$ cat src/rtl/baud_pkg.sv
package baud_pkg;
  localparam int CTRL_W     = 32;
  localparam int DIV_W      = 12;
  localparam int DIV_LSB    = 1;
  localparam int PRE_BIT    = 0;
  localparam int EN_BIT     = 16;
  localparam int PRE_RATIO  = 16;

  typedef struct packed {
    logic             en;
    logic             pre;
    logic [DIV_W-1:0] div;
  } gen_ctrl_t;

  function automatic gen_ctrl_t unpack_ctrl(input logic [CTRL_W-1:0] w);
    gen_ctrl_t c;
    c.en  = w[EN_BIT];
    c.pre = w[PRE_BIT];
    c.div = w[DIV_LSB +: DIV_W];
    return c;
  endfunction

  function automatic logic [CTRL_W-1:0] pack_ctrl(input gen_ctrl_t c);
    logic [CTRL_W-1:0] w;
    w = '0;
    w[EN_BIT]            = c.en;
    w[PRE_BIT]           = c.pre;
    w[DIV_LSB +: DIV_W]  = c.div;
    return w;
  endfunction
endpackage

$ cat src/rtl/baud_ctrl_regs.sv
module baud_ctrl_regs
  import baud_pkg::*;
#(
  parameter int NUM_GEN = 4,
  localparam int SEL_W = (NUM_GEN > 1) ? $clog2(NUM_GEN) : 1
) (
  input  logic                      clk,
  input  logic                      rst,
  input  logic                      wr_en,
  input  logic [SEL_W-1:0]          wr_sel,
  input  logic [CTRL_W-1:0]         wr_data,
  input  logic [SEL_W-1:0]          rd_sel,
  output logic [CTRL_W-1:0]         rd_data,
  output gen_ctrl_t [NUM_GEN-1:0]   ctrl
);
  gen_ctrl_t [NUM_GEN-1:0] ctrl_q;

  for (genvar g = 0; g < NUM_GEN; g++) begin : g_reg
    always_ff @(posedge clk) begin
      if (rst) begin
        ctrl_q[g] <= '0;
      end else if (wr_en && (int'(wr_sel) == g)) begin
        ctrl_q[g] <= unpack_ctrl(wr_data);
      end
    end
  end

  always_ff @(posedge clk) begin
    if (rst) begin
      rd_data <= '0;
    end else if (int'(rd_sel) < NUM_GEN) begin
      rd_data <= pack_ctrl(ctrl_q[rd_sel]);
    end else begin
      rd_data <= '0;
    end
  end

  assign ctrl = ctrl_q;
endmodule

$ cat src/rtl/baud_prescale.sv
module baud_prescale #(
  parameter int RATIO = 16,
  localparam int CNT_W = (RATIO > 1) ? $clog2(RATIO) : 1
) (
  input  logic clk,
  input  logic rst,
  input  logic active,
  input  logic pre_on,
  output logic step
);
  localparam logic [CNT_W-1:0] TOP = CNT_W'(RATIO - 1);
  logic [CNT_W-1:0] cnt_q;

  always_ff @(posedge clk) begin
    if (rst || !active) begin
      cnt_q <= TOP;
    end else if (pre_on) begin
      cnt_q <= (cnt_q == '0) ? TOP : cnt_q - 1'b1;
    end else begin
      cnt_q <= TOP;
    end
  end

  assign step = active && (!pre_on || (cnt_q == '0));
endmodule

$ cat src/rtl/baud_divider.sv
module baud_divider #(
  parameter int DIV_W = 12
) (
  input  logic             clk,
  input  logic             rst,
  input  logic             en,
  input  logic [DIV_W-1:0] div,
  input  logic             step,
  output logic             running,
  output logic             tick
);
  logic [DIV_W-1:0] cnt_q;

  always_ff @(posedge clk) begin
    if (rst) begin
      cnt_q   <= '0;
      running <= 1'b0;
      tick    <= 1'b0;
    end else if (!en) begin
      cnt_q   <= div;
      running <= 1'b0;
      tick    <= 1'b0;
    end else if (!running) begin
      cnt_q   <= div;
      running <= 1'b1;
      tick    <= 1'b0;
    end else if (step) begin
      if (cnt_q == '0) begin
        cnt_q <= div;
        tick  <= 1'b1;
      end else begin
        cnt_q <= cnt_q - 1'b1;
        tick  <= 1'b0;
      end
    end else begin
      tick <= 1'b0;
    end
  end
endmodule

$ cat src/rtl/baud_gen_unit.sv
module baud_gen_unit
  import baud_pkg::*;
(
  input  logic      clk,
  input  logic      rst,
  input  gen_ctrl_t ctrl,
  output logic      tick
);
  logic running;
  logic step;

  baud_prescale #(.RATIO(PRE_RATIO)) u_pre (
    .clk    (clk),
    .rst    (rst),
    .active (ctrl.en && running),
    .pre_on (ctrl.pre),
    .step   (step)
  );

  baud_divider #(.DIV_W(DIV_W)) u_div (
    .clk     (clk),
    .rst     (rst),
    .en      (ctrl.en),
    .div     (ctrl.div),
    .step    (step),
    .running (running),
    .tick    (tick)
  );
endmodule

$ cat src/rtl/baud_gen_bank.sv
module baud_gen_bank
  import baud_pkg::*;
#(
  parameter int NUM_GEN = 4,
  localparam int SEL_W = (NUM_GEN > 1) ? $clog2(NUM_GEN) : 1
) (
  input  logic               clk,
  input  logic               rst,
  input  logic               wr_en,
  input  logic [SEL_W-1:0]   wr_sel,
  input  logic [CTRL_W-1:0]  wr_data,
  input  logic [SEL_W-1:0]   rd_sel,
  output logic [CTRL_W-1:0]  rd_data,
  output logic [NUM_GEN-1:0] tick
);
  gen_ctrl_t [NUM_GEN-1:0] ctrl;
  logic [NUM_GEN-1:0]      gen_en;
  logic [NUM_GEN-1:0]      gen_pre;

  baud_ctrl_regs #(.NUM_GEN(NUM_GEN)) u_regs (
    .clk     (clk),
    .rst     (rst),
    .wr_en   (wr_en),
    .wr_sel  (wr_sel),
    .wr_data (wr_data),
    .rd_sel  (rd_sel),
    .rd_data (rd_data),
    .ctrl    (ctrl)
  );

  for (genvar g = 0; g < NUM_GEN; g++) begin : g_gen
    assign gen_en[g]  = ctrl[g].en;
    assign gen_pre[g] = ctrl[g].pre;
    baud_gen_unit u_unit (
      .clk  (clk),
      .rst  (rst),
      .ctrl (ctrl[g]),
      .tick (tick[g])
    );
  end
endmodule

$ cat config.mk
export PLATFORM = sky130hd
export DESIGN_NAME = baud_gen_bank
export DESIGN_NICKNAME = d
export VERILOG_FILES = /design/src/rtl/baud_pkg.sv /design/src/rtl/baud_ctrl_regs.sv /design/src/rtl/baud_prescale.sv /design/src/rtl/baud_divider.sv /design/src/rtl/baud_gen_unit.sv /design/src/rtl/baud_gen_bank.sv
export SDC_FILE = /design/constraint.sdc
export NUM_CORES = 1
export LEC_CHECK = 0
export CAP_MARGIN = 20
export CORE_MARGIN = 4
export CORE_UTILIZATION = 50
export CTS_CLUSTER_SIZE = 25
export DETAILED_ROUTE_END_ITERATION = 10
export DONT_BUFFER_PORTS = 1
export SKIP_CTS_REPAIR_TIMING = 1
export SYNTH_ARGS = -nofsm -noshare
export SYNTH_HDL_FRONTEND = slang
export SYNTH_SLANG_ARGS = --single-unit
$ cat constraint.sdc
create_clock -name clk -period 2.6 [get_ports clk]
set_input_delay 0 -clock clk [delete_from_list [all_inputs] [get_ports clk]]
set_output_delay 0 -clock clk [all_outputs]
set_load 0.01 [all_outputs]
==> results.tsv <==
metric	value	unit
Worst VDD drop	0.455	mV
Max-Slew Margin vs Limit	0.306	
CORE AREA	13300	um^2
minimum clock period	2310	ps
IO Port Bufs	0	
first-pass GRT wire length	29.4	mm
status	complete, but fails checks	
Synth Cell Area	6800	um^2
Worst path top cell family by delay	compound AO/OA/AOI/OAI gates	
synthesized area per cell	8.39	um^2
failing checks	hold timing	
Pleak	2.88	nW
Reg power frac	0.468	
logic gate share of total power	0.088	
via count	6025	
commonest cells in the netlist	nand2_1 (167), dfxtp_1 (142), a21oi_1 (83)	
Final Hold Viols	4	
CTS tree	yes	
CP Max Fanout	12	
fraction of registers with async set/reset	0	
wire length per cell	18.9	um
Clock Latency Late Sink	410	ps
CP max stage cell	a21oi_1	
setup_tns	0	ps
max-cap violation count	0	
total power	4.89	mW
Critical Path Max Stage Delay	810	ps
Max clock buf depth	2	
Initial DRT Pass Iterations	5	
critical path class	flop to flop	
cell row count	42	
global router's overall resource usage	0.237	
largest area contributor in the netlist	dfxtp_1	
H-tree depth	4	
vias per inst	5.97	
Synth cell types	67	
Die Area	15500	um^2
dpl hpwl	13.5	mm
placed cells	956	
Hold Path Class	input pin to flop	
WP data required	2930	ps
non-filler cells, final	1009	
Synth top area share	0.418	
unrepaired setup endpoints after global routing	no	
number of global-route vias before repair	5477	
crit share post-route	0.887	
die height	125	um
Final Slew Violations	0	
Synth Register Bits	142	
I/O Pins	75	
Synth warnings	0	
highest achievable clock rate	433	MHz
Pwr per Cell Area	641	nW/um^2
pin count of the biggest net entering global routing	98	
CP endpoint kind	flop	
critical path launch point type	flop	
die width	125	um
root buffer cell	clkbuf_16	
Buf/Inv on CP	1	
layout cells sized above 1	0.0841	
layout overhead on the synthesized area	12.2	%
Final #Nets	874	
top-count cell post-synth	nand2_1	
GRT overflow	0	
Initial Util	0.511	
GPL Wtd Cong	0.904	
cts bufs inserted	17	
Synth Instances	810	
post-synthesis sequential area ratio	0.418	
CTS sink cnt	142	
number of synthesized flops with an enable pin	0	
internal power	3.72	mW
Final Skew	6.23	ps
worst hold slack	-28.8	ps
Switching Power	1.17	mW
Iteration-0 DRC Markers	541	
Worst-Margin Slew	1040	ps
DRC viols	0	
Clock transition at path regs	50	ps
largest cells by area after synthesis	dfxtp_1 (42%), nand2_1 (9.2%), a21oi_1 (6.1%)	
initial antenna violation count	1	
worst path cell trace	inv_1, ha_1, nor3b_1, nor2b_1, a21oi_1, a32oi_1, o31ai_1	
worst path arrival time	2640	ps
switching part of the total	0.239	
Clock Power Share	0.444	
drt total wl	19.0	mm
main flop type after synthesis	dfxtp_1	
ANT nets after route	0	
final setup fails	0	
placed cells by master (no fill, tap or decap), drive strengths merged, types with 12 or more instances in the layout:
cell type,instances
nand2,167
dfxtp,142
a21oi,83
nor2,45
o21ai,35
nor3,27
clkbuf,27
nand3,24
inv,23
dlygate4sd3,23
nor2b,19
conb,18
mux4,14
nor4,14
ha,12
layout make-up:
type	count	area (um^2)
Sequential cell	142	2840
Clock buffer	27	513
Timing Repair Buffer	33	325
Antenna cell	1	2.50
Tap cell	176	220
Multi-Input combinational cell	606	3630
Clock inverter	1	5.00
Inverter	23	86.3
Fill cell	1210	5670
worst register-to-register path: stages (launching register included):
cell	delay (ps)
dfxtp_1	320
inv_1	60
ha_1	170
nor3b_1	340
nor2b_1	210
a21oi_1	810
a32oi_1	210
o31ai_1	110
power groups by stage:
| stage | Clock (mW) | Combinational (mW) | Sequential (mW) |
|---|---|---|---|
| after global placement | 0 | 0.341 | 2.33 |
| after detailed placement | 0 | 0.346 | 2.33 |
| final | 2.17 | 0.432 | 2.29 |
| after floorplan | 0 | 0.326 | 2.31 |
| after CTS | 2.21 | 0.348 | 2.29 |
| after global routing | 2.30 | 0.476 | 2.29 |
sequential cells by signal, indices dropped and copies added, names as in the netlist:
register	flops
g_gen.u_unit.u_pre.cnt_q	16
u_regs.ctrl	56
g_gen.u_unit.u_div.tick	4
g_gen.u_unit.u_div.running	4
u_regs.rd_data	14
g_gen.u_unit.u_div.cnt_q	48
per-stage QoR:
| stage | worst slack [ps] | util | cell area (um^2) |
|---|---|---|---|
| after detailed placement | 338 | 0.515 | 6850 |
| final | 293 | 0.574 | 7630 |
| after global routing | 138 | 0.574 | 7630 |
| after floorplan | 544 | - | 6860 |
| after CTS | 324 | 0.554 | 7370 |
| after global placement | 359 | 0.515 | 6850 |
final timing paths:
| path | from | end | slack (ps) | cells after the start |
|---|---|---|---|---|
| max | g_gen[3].u_unit.u_pre.cnt_q[0] | g_gen[3].u_unit.u_div.cnt_q[6] | 290 | 7 |
| min | rd_sel[0] | u_regs.rd_data[7] | -30 | 2 |
| max reg2reg | g_gen[3].u_unit.u_pre.cnt_q[0] | g_gen[3].u_unit.u_div.cnt_q[6] | 290 | 7 |
| min reg2reg | g_gen[1].u_unit.u_pre.cnt_q[0] | g_gen[1].u_unit.u_pre.cnt_q[0] | 400 | 1 |
routing by layer:
metal,GRT usage,wire (um),up-vias
li1,-,-,2886
met1,0.323,8550,2871
met2,0.364,8530,242
met4,0.0703,297,0
met5,0,0,-
met3,0.0712,1660,26
cell families (layout without fill, tap and decap cells):
group                      after synthesis  in the layout  synth area share
buffers and inverters                   79             84            0.0565
other                                    1             19          0.000552
and+or+nand+nor                        354            354             0.253
xor gates and xnor gates                11             11            0.0142
adders and majority gates               12             12            0.0221
DFF                                    142            142             0.418
AOI/OAI and AO/OA                      192            192             0.180
muxes                                   19             19            0.0547
Note: power is estimated with default switching activity, not from simulation.
